[config.mk]
export PLATFORM = sky130hd
export DESIGN_NAME = wpb_mask_ctrl
export DESIGN_NICKNAME = d
export VERILOG_FILES = /design/src/rtl/wpb_mask_pkg.sv /design/src/rtl/wpb_mode_reg.sv /design/src/rtl/wpb_lane_gate.sv /design/src/rtl/wpb_mask_ctrl.sv
export SDC_FILE = /design/constraint.sdc
export NUM_CORES = 1
export LEC_CHECK = 0
export CORE_MARGIN = 4
export CORE_UTILIZATION = 56
export CTS_CLUSTER_DIAMETER = 60
export DETAILED_ROUTE_END_ITERATION = 10
export DONT_BUFFER_PORTS = 1
export GPL_TIMING_DRIVEN = 0
export PLACE_DENSITY_LB_ADDON = 0.25
export SETUP_SLACK_MARGIN = 0.15
export SKIP_LAST_GASP = 1
export SLEW_MARGIN = 20
export SYNTH_ARGS = -nofsm -noshare
export SYNTH_HDL_FRONTEND = slang
export SYNTH_SLANG_ARGS = --single-unit
[constraint.sdc]
create_clock -name clk -period 2.1 [get_ports clk]
set_input_delay 0.21 -clock clk [delete_from_list [all_inputs] [get_ports clk]]
set_output_delay 0.21 -clock clk [all_outputs]
set_load 0.02 [all_outputs]
[src/rtl/wpb_mask_pkg.sv]
package wpb_mask_pkg;
  localparam int OP_W = 3;

  typedef enum logic [OP_W-1:0] {
    OP_NOP         = 3'd0,
    OP_WRITE       = 3'd1,
    OP_LOAD_MASK   = 3'd2,
    OP_REFRESH     = 3'd3,
    OP_REFRESH_CLR = 3'd4
  } wpb_op_e;
endpackage

[src/rtl/wpb_mode_reg.sv]
module wpb_mode_reg #(
  parameter int DATA_W = 16
) (
  input  logic              clk,
  input  logic              rst,
  input  logic              load_i,
  input  logic              clear_i,
  input  logic [DATA_W-1:0] load_val_i,
  output logic              persist_o,
  output logic [DATA_W-1:0] mask_o
);
  always_ff @(posedge clk) begin
    if (rst) begin
      persist_o <= 1'b0;
      mask_o    <= '1;
    end else if (load_i) begin
      persist_o <= 1'b1;
      mask_o    <= load_val_i;
    end else if (clear_i) begin
      persist_o <= 1'b0;
    end
  end
endmodule

[src/rtl/wpb_lane_gate.sv]
module wpb_lane_gate #(
  parameter int DATA_W = 16,
  parameter int LANE_W = 8,
  localparam int LANES = DATA_W / LANE_W
) (
  input  logic              clk,
  input  logic              rst,
  input  logic              fire_i,
  input  logic [DATA_W-1:0] bit_mask_i,
  input  logic [LANES-1:0]  lane_en_i,
  output logic [DATA_W-1:0] wr_en_o
);
  for (genvar g = 0; g < LANES; g++) begin : g_lane
    always_ff @(posedge clk) begin
      if (rst) begin
        wr_en_o[g*LANE_W +: LANE_W] <= '0;
      end else if (fire_i && lane_en_i[g]) begin
        wr_en_o[g*LANE_W +: LANE_W] <= bit_mask_i[g*LANE_W +: LANE_W];
      end else begin
        wr_en_o[g*LANE_W +: LANE_W] <= '0;
      end
    end
  end
endmodule

[src/rtl/wpb_mask_ctrl.sv]
module wpb_mask_ctrl #(
  parameter int DATA_W = 16,
  parameter int LANE_W = 8,
  localparam int LANES = DATA_W / LANE_W,
  localparam int OP_W  = wpb_mask_pkg::OP_W
) (
  input  logic              clk,
  input  logic              rst,
  input  logic              cmd_valid,
  input  logic [OP_W-1:0]   cmd_op,
  input  logic [DATA_W-1:0] data_in,
  input  logic [LANES-1:0]  byte_en,
  input  logic              wpb_req,
  output logic [DATA_W-1:0] wr_en_out
);
  import wpb_mask_pkg::*;

  logic              is_write, is_load, is_clear;
  logic              persist;
  logic [DATA_W-1:0] stored_mask;
  logic [DATA_W-1:0] bit_mask;

  assign is_write = cmd_valid && (cmd_op == OP_WRITE);
  assign is_load  = cmd_valid && (cmd_op == OP_LOAD_MASK);
  assign is_clear = cmd_valid && (cmd_op == OP_REFRESH_CLR);

  always_comb begin
    if (!wpb_req)     bit_mask = '1;
    else if (persist) bit_mask = stored_mask;
    else              bit_mask = data_in;
  end

  wpb_mode_reg #(.DATA_W(DATA_W)) mode_i (
    .clk       (clk),
    .rst       (rst),
    .load_i    (is_load),
    .clear_i   (is_clear),
    .load_val_i(data_in),
    .persist_o (persist),
    .mask_o    (stored_mask)
  );

  wpb_lane_gate #(.DATA_W(DATA_W), .LANE_W(LANE_W)) gate_i (
    .clk       (clk),
    .rst       (rst),
    .fire_i    (is_write),
    .bit_mask_i(bit_mask),
    .lane_en_i (byte_en),
    .wr_en_o   (wr_en_out)
  );
endmodule

# --- Word level (Yosys, flattened, before mapping) ---
# Index checks and enable logic that the tools add are counted.
classes:
  reduce_logical: 8
  mux: 4
  eq_ne: 3
  bitwise_logic: 2
ops:
  columns: ["operator", "count"]
  rows:
  - ["2-to-1 mux 16 bit", 2]
  - ["logical AND 1 bit", 5]
  - ["OR reduction 2 bit", 2]
  - ["equality test 3 x 1 -> 1 bit, second input constant", 1]
  - ["equality test 3 x 2 -> 1 bit, second input constant", 1]
  - ["equality test 3 bit, second input constant", 1]
  - ["2-to-1 mux 1 bit", 2]
  - ["inverter 1 bit", 2]
  - ["nonzero test 2 bit", 1]
word_totals:
  input_bits: 25
  regBits: 33
  wordCells: 21

# --- Depth between registers and ports, before layout ---
# Gate-level depths: netlist (run 1).
logic_depth:
  ltp_word: 5
  depth_mapped: 4
  ltp_nobuf: 2

# --- By module ---
# From an unflattened synthesis (run 1), not the netlist that was laid out.
hier_totals:
  cells_unflattened: 130
  area_unflattened_um2: 1452.6
modules_own_cells:
  columns: ["module", "instances", "seq_area_each_um2", "cells_each", "area_each_um2"]
  rows:
  - ["wpb_mode_reg", 1, 340.3, 57, 653.1]
  - ["wpb_lane_gate", 1, 320.3, 34, 509.2]
  - ["wpb_mask_ctrl", 1, 0.0, 39, 290.3]

# --- Worst setup path before layout (run 1) ---
# OpenSTA, ideal clock, no wires.
synth_timing:
  path_kind: "register to register"
  start: "register mode_i.persist_o"
  end: "register gate_i.wr_en_o[0]"
  t_arrival_ns: 0.849
  slack_ns: 1.114
  stages_incl_launch_ff: 5
  setup_ns: 0.138
  period_less_slack_ns: 0.986
  required_ns: 1.962
  cell_sequence: "dfxtp_1 buf_6 buf_6 mux2i_1 a211oi_1"
synth_between:
  elab_chain_cells: 2
synth_lines:
  columns: ["element", "line", "source"]
  rows:
  - ["start, declared", "wpb_mode_reg.sv:9", "output logic persist_o,"]
  - ["start signal, assigned", "wpb_mode_reg.sv:14", "persist_o <= 1'b0;"]
  - ["start signal, assigned", "wpb_mode_reg.sv:17", "persist_o <= 1'b1;"]
  - ["start signal, assigned", "wpb_mode_reg.sv:20", "persist_o <= 1'b0;"]
  - ["2-to-1 mux 16 bit", "wpb_mask_ctrl.sv:29", "else if (persist) bit_mask = stored_mask;"]
  - ["2-to-1 mux 16 bit", "wpb_mask_ctrl.sv:28", "if (!wpb_req) bit_mask = '1;"]
  - ["end signal, assigned by index", "wpb_lane_gate.sv:18", "wr_en_o[g*LANE_W +: LANE_W] <= bit_mask_i[g*LANE_W +: LANE_W];"]
  - ["end, declared", "wpb_lane_gate.sv:11", "output logic [DATA_W-1:0] wr_en_o"]
# Every way passes these cells.
# A chain may end at the register's enable or synchronous reset.

# --- Final worst setup path (run 1) ---
layout_timing:
  start: "register mode_i.persist_o"
  end: "register gate_i.wr_en_o[5]"
# Same word-level chain as after synthesis.

==> results.yml, run 1 <==
critical_path:
  worst_setup_path_end_kind: "flop"
  crit_top_cell: "buf_6"
  start_kind: "flop"
  critPathMaxFanout: 10
  reg2regPathDepth: 4
  cp_data_required_time_ps: 2310
  arrival_ps: 1320
  critPathSlowestCell: "dfxtp_1"
  slowest_delay_ps: 340
  worstPathCellList: "buf_6 > buf_6 > mux2i_1 > a211oi_1"
  critical_path_class: "flop to flop"
grt:
  grt-ovfl-total: 0
  grt_usage_pct: 18.3
  antenna_found_initial: 0
  grt_pass1_wl_um: 4510
  grt_pass1_vias: 969
  grt_max_degree: 11
power:
  ir_drop_mv: 0.432
  p_leak_uw: 0.000475
  pwr_density_cell_nw_per_um2: 702
clock_tree:
  cts.sinks: 33
  post_cts_resized: 0
  htree_levels: 2
  clock_path_buffers: 2
  post-cts-setup-buffers: 0
  cts.reportedPaths.clkPinSlew_ps: 90
  cts_root_buf: "clkbuf_4"
  cts_inserted_buffers: 5
  clk_latency_ps: 330
  cts_hold_buf: 0
  cts_tree: "done"
sta:
  relSlewSlack_pct: 68.6
  worst_pin_slew_ps: 471
  max_clock_freq_mhz: 901
  hold_viol_final: 0
  period_needed_ps: 1110
  finClkSkew_ps: 7.35
  drv_slew: 0
  setup_viol: 0
  layout_setup_ws_ps: 990
  setup_tns_ps: 0
  rsz0062_at_grt: "no"
  fin_crit_sh_pct: 52.8
floorplan:
  die_y_um: 58.0
  die_w_um: 58.0
  core_um2: 2300
  dieArea_um2: 3360
  initial_core_util_pct: 60.9
  ioPinCount: 41
  rows: 17
routing:
  vias: 971
  wl_per_cell_um: 16.0
  via_per_inst: 5.71
  wirelength_um: 2730
  first_pass_iters: 4
  drt_iter0_drc: 33
  drtAntennaViolNets: 0
  drcViolationCount: 0
place:
  place_inst: 164
  pre_cts_ws_ps: 921
  dp_hpwl_um: 2060
  io_buffers: 0
  place.gp.congestion: 0.749
layout:
  drive_gt1_share_pct: 10.6
  finalNonFillerCells: 170
  syn_to_final_growth_pct: 5.55
  fin_nets: 168
  final_cell_mix: "dfxtp_1 (33), nor2_1 (32), mux2i_1 (32)"
  diodes: 0
  final_common_cell: "dfxtp_1"
yosys:
  yosysSeqAreaShare_pct: 47.2
  mappedNetlistNets: 161
  synth_cells: 136
  yosys.cell_types.count: 16
  yosysWarnings: 0
  netlist_area_um2: 1400
  synth-seq-cells: 33
  syn_avg_cell_area_um2: 10.3
flow_run:
  max_cap_viol_count: 0
worst_hold_path:
  hp-class: "input port to flop"
  hold_depth: 2
status:
  status: "finished clean"
==> registers in the layout, summed over array words and instances, names as in the netlist <==
name / flops
gate_i.wr_en_o: 16
mode_i.mask_o: 16
mode_i.persist_o: 1
==> metrics by stage <==
stage / cell area, µm² / hold WS [ps] / util, % / total power, µW
after floorplan: 1400 / 377 / - / 723
after global placement: 1430 / 381 / 62.4 / 736
after detailed placement: 1430 / 391 / 62.4 / 739
after CTS: 1480 / 33.6 / 64.3 / 1050
after global routing: 1480 / 31.7 / 64.3 / 1080
final: 1480 / 44.8 / 64.3 / 1040
==> synth_stat cells <==
library cell / n / area (µm²)
buf_1: 1 / 3.75
nor2_1: 32 / 120
and4bb_1: 1 / 12.5
buf_2: 4 / 20.0
dfxtp_1: 33 / 661
and4bb_2: 1 / 12.5
mux2i_1: 32 / 320
a211oi_1: 17 / 128
clkbuf_1: 5 / 18.8
nand2b_1: 1 / 6.26
buf_12: 1 / 20.0
buf_6: 3 / 33.8
inv_1: 1 / 3.75
nand4bb_1: 2 / 22.5
o21bai_1: 1 / 7.51
or3b_1: 1 / 8.76
==> final cells by class <==
class                           instances  area, µm²
Inverter                                1       3.75
Tap cell                               28       35.0
Buffer                                 14       96.3
Sequential cell                        33        661
Clock inverter                          1       5.00
Multi-Input combinational cell         88        638
Clock buffer                            5       37.5
Fill cell                             201        821
==> per-layer routing <==
layer | routed length, µm | up-vias | GRT usage, % | part of all wire, %
met3 | 270 | 8 | 8.91 | 9.9
met1 | 1120 | 443 | 19.9 | 41
li1 | - | 489 | - | -
met2 | 1280 | 31 | 29.2 | 47
met5 | 0 | - | 0 | 0
met4 | 62 | 0 | 9.60 | 2.3
==> worst max-delay path: cells and delay by family (launching register included) <==
kind	cells	cell delay [ps]
buffers and inverters	2	340
AO/OA/AOI/OAI	1	90
multiplexers	1	210
flip-flops	1	340
==> kinds of logic (layout without fill, tap and decap cells) <==
group | after synthesis | after routing | share of synthesized area (%)
compound gates | 18 | 18 | 9.66
buf+inv | 15 | 21 | 7.16
flops | 33 | 33 | 47.2
mux | 32 | 32 | 22.9
simple gates | 38 | 38 | 13.1
==> worst paths after layout <==
check	from	endpoint	slack (ps)
setup / recovery	mode_i.persist_o	gate_i.wr_en_o[5]	990
hold / removal	data_in[13]	mode_i.mask_o[13]	40
setup reg to reg	mode_i.persist_o	gate_i.wr_en_o[5]	990
hold reg to reg	mode_i.mask_o[7]	mode_i.mask_o[7]	520
==> power by group <==
group	internal (µW)	leakage, µW	switching, µW
sequential	635	0.000267	7.98
combinational	35.1	0.000181	45.3
clock	116	0.0000269	198
(Power assumes the default switching activity.)
==> inputs of run 2 (changes only) <==
==> constraint.sdc (replaced) <==
create_clock -name clk -period 1.1 [get_ports clk]
set_input_delay 0.11 -clock clk [delete_from_list [all_inputs] [get_ports clk]]
set_output_delay 0.11 -clock clk [all_outputs]
set_load 0.02 [all_outputs]
==> run 2 against run 1 <==
  * The flow now finishes with violations (negative hold slack)
  * Count of clock-buffer cells in the layout is the same
  * Final area grew 16%
  * Die area did not move
  * Register-to-register slack worse by 930 ps
  * First-iteration DRC count did not move
  * Clock skew up 0.63 ps
  * Worst hold slack lost 81 ps
  * Utilization rose by 11 points
  * Sequential cell count is the same
  * Power rose by 97%
  * Largest power group unchanged
==> results.yml, run 2 (synthesized netlist as in run 1, its figures left out) <==
status:
  status: "complete, but fails checks"
  violations: "negative hold slack"
layout:
  drive_gt1_share_pct: 13.0
  final_core_util_pct: 74.8
  diodes: 0
  final_cell_mix: "nor2_1 (32), dfxtp_1 (32), mux2i_1 (31)"
  syn_to_final_growth_pct: 22.9
  fin_nets: 188
  largest_registers: "gate_i.wr_en_o: 16 flops, mode_i.mask_o: 16 flops, mode_i.persist_o: 1 flops"
critical_path:
  crit_family: "flip-flops"
  arrival_ps: 1240
  slowest_delay_ps: 360
  start_kind: "flop"
  critPathSlowestCell: "dfxtp_2"
  worst_setup_path_end_kind: "flop"
  cp_data_required_time_ps: 1310
  worstPathCellList: "buf_12 > buf_8 > mux2i_2 > a211oi_2"
  critPathMaxFanout: 5
  r2r-start: "mode_i.persist_o"
  critical_path_class: "flop to flop"
  crit_start: "mode_i.persist_o"
  crit_buf_inv: 2
sta:
  drv_slew: 0
  setup_viol: 0
  max_clock_freq_mhz: 965
  fin_crit_sh_pct: 94.2
  layout_setup_ws_ps: 63.7
  fin_hold_ws_ps: -36.0
  relSlewSlack_pct: 63.9
  worst_pin_slew_ps: 542
  rsz0062_at_grt: "yes"
  finClkSkew_ps: 7.99
  period_needed_ps: 1040
  hold_viol_final: 1
  setup_tns_ps: 0
routing:
  wirelength_um: 3230
  drtAntennaViolNets: 0
  wl_per_cell_um: 17.0
  drcViolationCount: 0
  drt_iter0_drc: 33
  first_pass_iters: 4
  vias: 1105
  via_per_inst: 5.82
place:
  pre_cts_ws_ps: 14.3
  io_buffers: 0
  dp_hpwl_um: 2150
  place.gp.congestion: 0.757
floorplan:
  die_w_um: 58.0
  rows: 17
  die_y_um: 58.0
  core_um2: 2300
  ioPinCount: 41
  dieArea_um2: 3360
  initial_core_util_pct: 60.9
clock_tree:
  cts_root_buf: "clkbuf_4"
  htree_levels: 2
  cts.sinks: 33
  cts.reportedPaths.clkPinSlew_ps: 90
  cts_tree: "done"
  cts_inserted_buffers: 5
  cts_hold_buf: 17
  clk_latency_ps: 330
  clock_path_buffers: 2
power:
  ir_drop_mv: 1.04
  p_leak_uw: 0.000575
  pwr_density_cell_nw_per_um2: 1190
  p_total_uw: 2040
grt:
  grt_usage_pct: 20.8
  antenna_found_initial: 0
  grt_pass1_wl_um: 5210
  grt_pass1_vias: 1144
  grt-ovfl-total: 0
  grt_max_degree: 11
flow_run:
  max_cap_viol_count: 0
worst_hold_path:
  hp-class: "input port to flop"
  min-delay-start: "cmd_op[2]"
-- run 2: timing repair --
action | CTS | global route
endpoints found under the setup margin | 9 | 16
buffers inserted | 2 | 0
gates resized for setup | 4 | 3
endpoints found under the hold margin | 17 | 1
cloned | 1 | 0
pin swaps | 9 | 2
-- run 2: final timing paths --
check                           end  slack, ps  cells after the start
setup / recovery  gate_i.wr_en_o[3]         60                      4
hold / removal     mode_i.persist_o        -40                      2
setup reg to reg  gate_i.wr_en_o[3]         60                      4
hold reg to reg   mode_i.mask_o[14]        520                      2
-- run 2: worst reg2reg max path: stages, from the launching register on --
cell	delay, ps
dfxtp_2	360
buf_12	120
buf_8	120
mux2i_2	220
a211oi_2	90
-- run 2: final cells by class --
class	instances	area [µm²]
Inverter	1	3.75
Clock inverter	1	5.00
Timing Repair Buffer	20	220
Fill cell	182	578
Sequential cell	33	662
Buffer	14	109
Clock buffer	5	37.5
Multi-Input combinational cell	88	647
Tap cell	28	35.0
-- run 2: stage by stage --
step                      area (µm²)  instances
final                           1720        190
after global placement          1440        164
after detailed placement        1440        164
after CTS                       1710        190
after floorplan                 1400        136
after global routing            1720        190
-- run 2: power by group --
part	switching [µW]	leakage (µW)	internal, µW
logic	103	0.000280	118
registers	16.3	0.000268	1210
clock network	369	0.0000269	221
-- run 2: layer usage --
layer	up-vias	GRT usage (%)	share of wire (%)	wire, µm
met1	529	22.3	41	1320
met2	38	36.9	50	1610
li1	528	-	-	-
met3	10	6.90	6.8	219
met5	-	0	0	0
met4	0	8.94	2.6	84
==> inputs of run 3 (changes only) <==
--- a/config.mk
+++ b/config.mk
@@ -5,9 +5,9 @@
 export SDC_FILE = /design/constraint.sdc
 export NUM_CORES = 1
 export LEC_CHECK = 0
+export CORE_ASPECT_RATIO = 0.9
 export CORE_MARGIN = 4
 export CORE_UTILIZATION = 56
-export CTS_CLUSTER_DIAMETER = 60
 export DETAILED_ROUTE_END_ITERATION = 10
 export DONT_BUFFER_PORTS = 1
 export GPL_TIMING_DRIVEN = 0
==> run 3 against run 2 <==
  * First-iteration DRC count fell by 18%
  * Critical endpoint is now gate_i.wr_en_o[4]
  * Clock skew rose by 1.4 ps
  * Utilization rose by 5.4 points
  * Via count fell by 2.0%
  * The run still ends with negative hold slack left
  * Final area rose by 6.5%
  * Critical path type unchanged
  * Fmax fell by 3.8%
  * Global-route usage fell by 0.68 points
  * Largest cell class is now multi-input combinational cells
  * Worst setup slack got worse by 41 ps
==> results.yml, run 3 (synthesized netlist as in run 1, its figures left out) <==
sta:
  worst_pin_slew_ps: 457
  max_clock_freq_mhz: 928
  fin_crit_sh_pct: 97.9
  rsz0062_at_grt: "yes"
  relSlewSlack_pct: 69.5
  drv_slew: 0
  setup_viol: 0
  period_needed_ps: 1080
  finClkSkew_ps: 9.43
  setup_tns_ps: 0
  hold_viol_final: 1
  fin_hold_ws_ps: -58.7
clock_tree:
  clk_latency_ps: 340
  cts_root_buf: "clkbuf_4"
  cts.reportedPaths.clkPinSlew_ps: 100
  htree_levels: 2
  cts.sinks: 33
  cts_tree: "done"
  clock_path_buffers: 2
  cts_inserted_buffers: 5
  cts_hold_buf: 16
routing:
  drt_iter0_drc: 27
  wirelength_um: 3230
  wl_per_cell_um: 16.7
  via_per_inst: 5.61
  vias: 1083
  drtAntennaViolNets: 0
  drcViolationCount: 0
  first_pass_iters: 4
layout:
  final_core_util_pct: 80.2
  syn_to_final_growth_pct: 30.9
  diodes: 0
  largest_registers: "gate_i.wr_en_o: 16 flops, mode_i.mask_o: 16 flops, mode_i.persist_o: 1 flops"
  finalNonFillerCells: 193
  drive_gt1_share_pct: 23.5
  final_cell_mix: "nor2_1 (32), dfxtp_1 (32), mux2i_1 (24)"
  finalInstanceArea_um2: 1830
  fin_nets: 190
critical_path:
  start_kind: "flop"
  arrival_ps: 1290
  critPathMaxFanout: 6
  critical_path_class: "flop to flop"
  crit_top_cell: "buf_8"
  worst_setup_path_end_kind: "flop"
  cp_data_required_time_ps: 1310
  critPathSlowestCell: "dfxtp_2"
  crit_buf_inv: 2
  worstPathCellList: "buf_8 > buf_8 > mux2i_2 > a211oi_2"
  crit_family: "flip-flops"
  slowest_delay_ps: 340
floorplan:
  dieArea_um2: 3360
  die_w_um: 60.7
  ioPinCount: 41
  core_um2: 2280
  die_y_um: 55.4
  rows: 16
  initial_core_util_pct: 61.3
grt:
  grt_max_degree: 11
  antenna_found_initial: 0
  grt_pass1_wl_um: 5060
  grtUsageMet2_pct: 28.2
  busiest_layer: "met2"
  grt_usage_pct: 20.1
  grt_pass1_vias: 1079
  met1_usage_pct: 26.6
  grt-ovfl-total: 0
  use_met3_pct: 8.62
power:
  pwr_density_cell_nw_per_um2: 1230
  p_leak_uw: 0.000615
  ir_drop_mv: 1.36
place:
  place.gp.congestion: 0.714
  place_area_um2: 1440
  io_buffers: 0
  place_inst: 163
  dp_hpwl_um: 2070
worst_hold_path:
  hp-class: "input port to flop"
status:
  status: "complete, but fails checks"
  violations: "negative hold slack"
flow_run:
  max_cap_viol_count: 0
==> run 3: changes by cell type in the layout (fill, tap and decap cells not counted), sizes merged <==
cell / change
dlygate4sd3: -1
buf: +3
clkbuf: +2
==> run 3: final cells by class <==
type	instances	area [µm²]
Timing Repair Buffer	22	236
Multi-Input combinational cell	88	721
Inverter	1	3.75
Buffer	14	104
Tap cell	27	33.8
Fill cell	151	452
Sequential cell	33	662
Clock inverter	1	5.00
Clock buffer	7	65.1
==> run 3: power breakdown <==
| group | total, µW | switching (µW) | internal [µW] |
|---|---|---|---|
| logic | 247 | 115 | 131 |
| registers | 1230 | 17.0 | 1210 |
| clock network | 771 | 401 | 370 |
| total | 2250 | 534 | 1710 |
==> run 3: worst reg2reg max path, stage by stage, from the launching register on <==
cell,delay [ps]
dfxtp_2,340
buf_8,130
buf_8,130
mux2i_2,250
a211oi_2,100
==> run 3: what timing repair did <==
| action | in CTS | in global routing |
|---|---|---|
| cloned | 1 | 0 |
| pin swaps | 9 | 2 |
| gates resized for setup | 10 | 12 |
| buffers inserted | 5 | 0 |
| endpoints found under the hold margin | 17 | 1 |
| setup endpoints to repair | 14 | 17 |
==> run 3: path summary, 6_finish.rpt <==
path / startpoint / end / slack [ps] / cells after the start
setup / recovery: mode_i.persist_o / gate_i.wr_en_o[4] / 20 / 4
hold / removal: cmd_op[2] / mode_i.persist_o / -60 / 2
setup reg to reg: mode_i.persist_o / gate_i.wr_en_o[4] / 20 / 4
hold reg to reg: mode_i.mask_o[0] / mode_i.mask_o[0] / 530 / 2
==> run 3: metrics by stage <==
stage                     total power (µW)  worst slack [ps]
final                                 2250              23.0
after global routing                  2340             -22.2
after CTS                             2220              60.1
after detailed placement              1410              10.6
after global placement                1410              4.39
after floorplan                       1380               140
==> run 3: routing by layer <==
metal / wire [µm] / vias up / share of wire [%]
met3: 253 / 7 / 7.8
met1: 1410 / 506 / 44
met4: 67 / 0 / 2.1
li1: - / 531 / -
met2: 1490 / 39 / 46
met5: 0 / - / 0
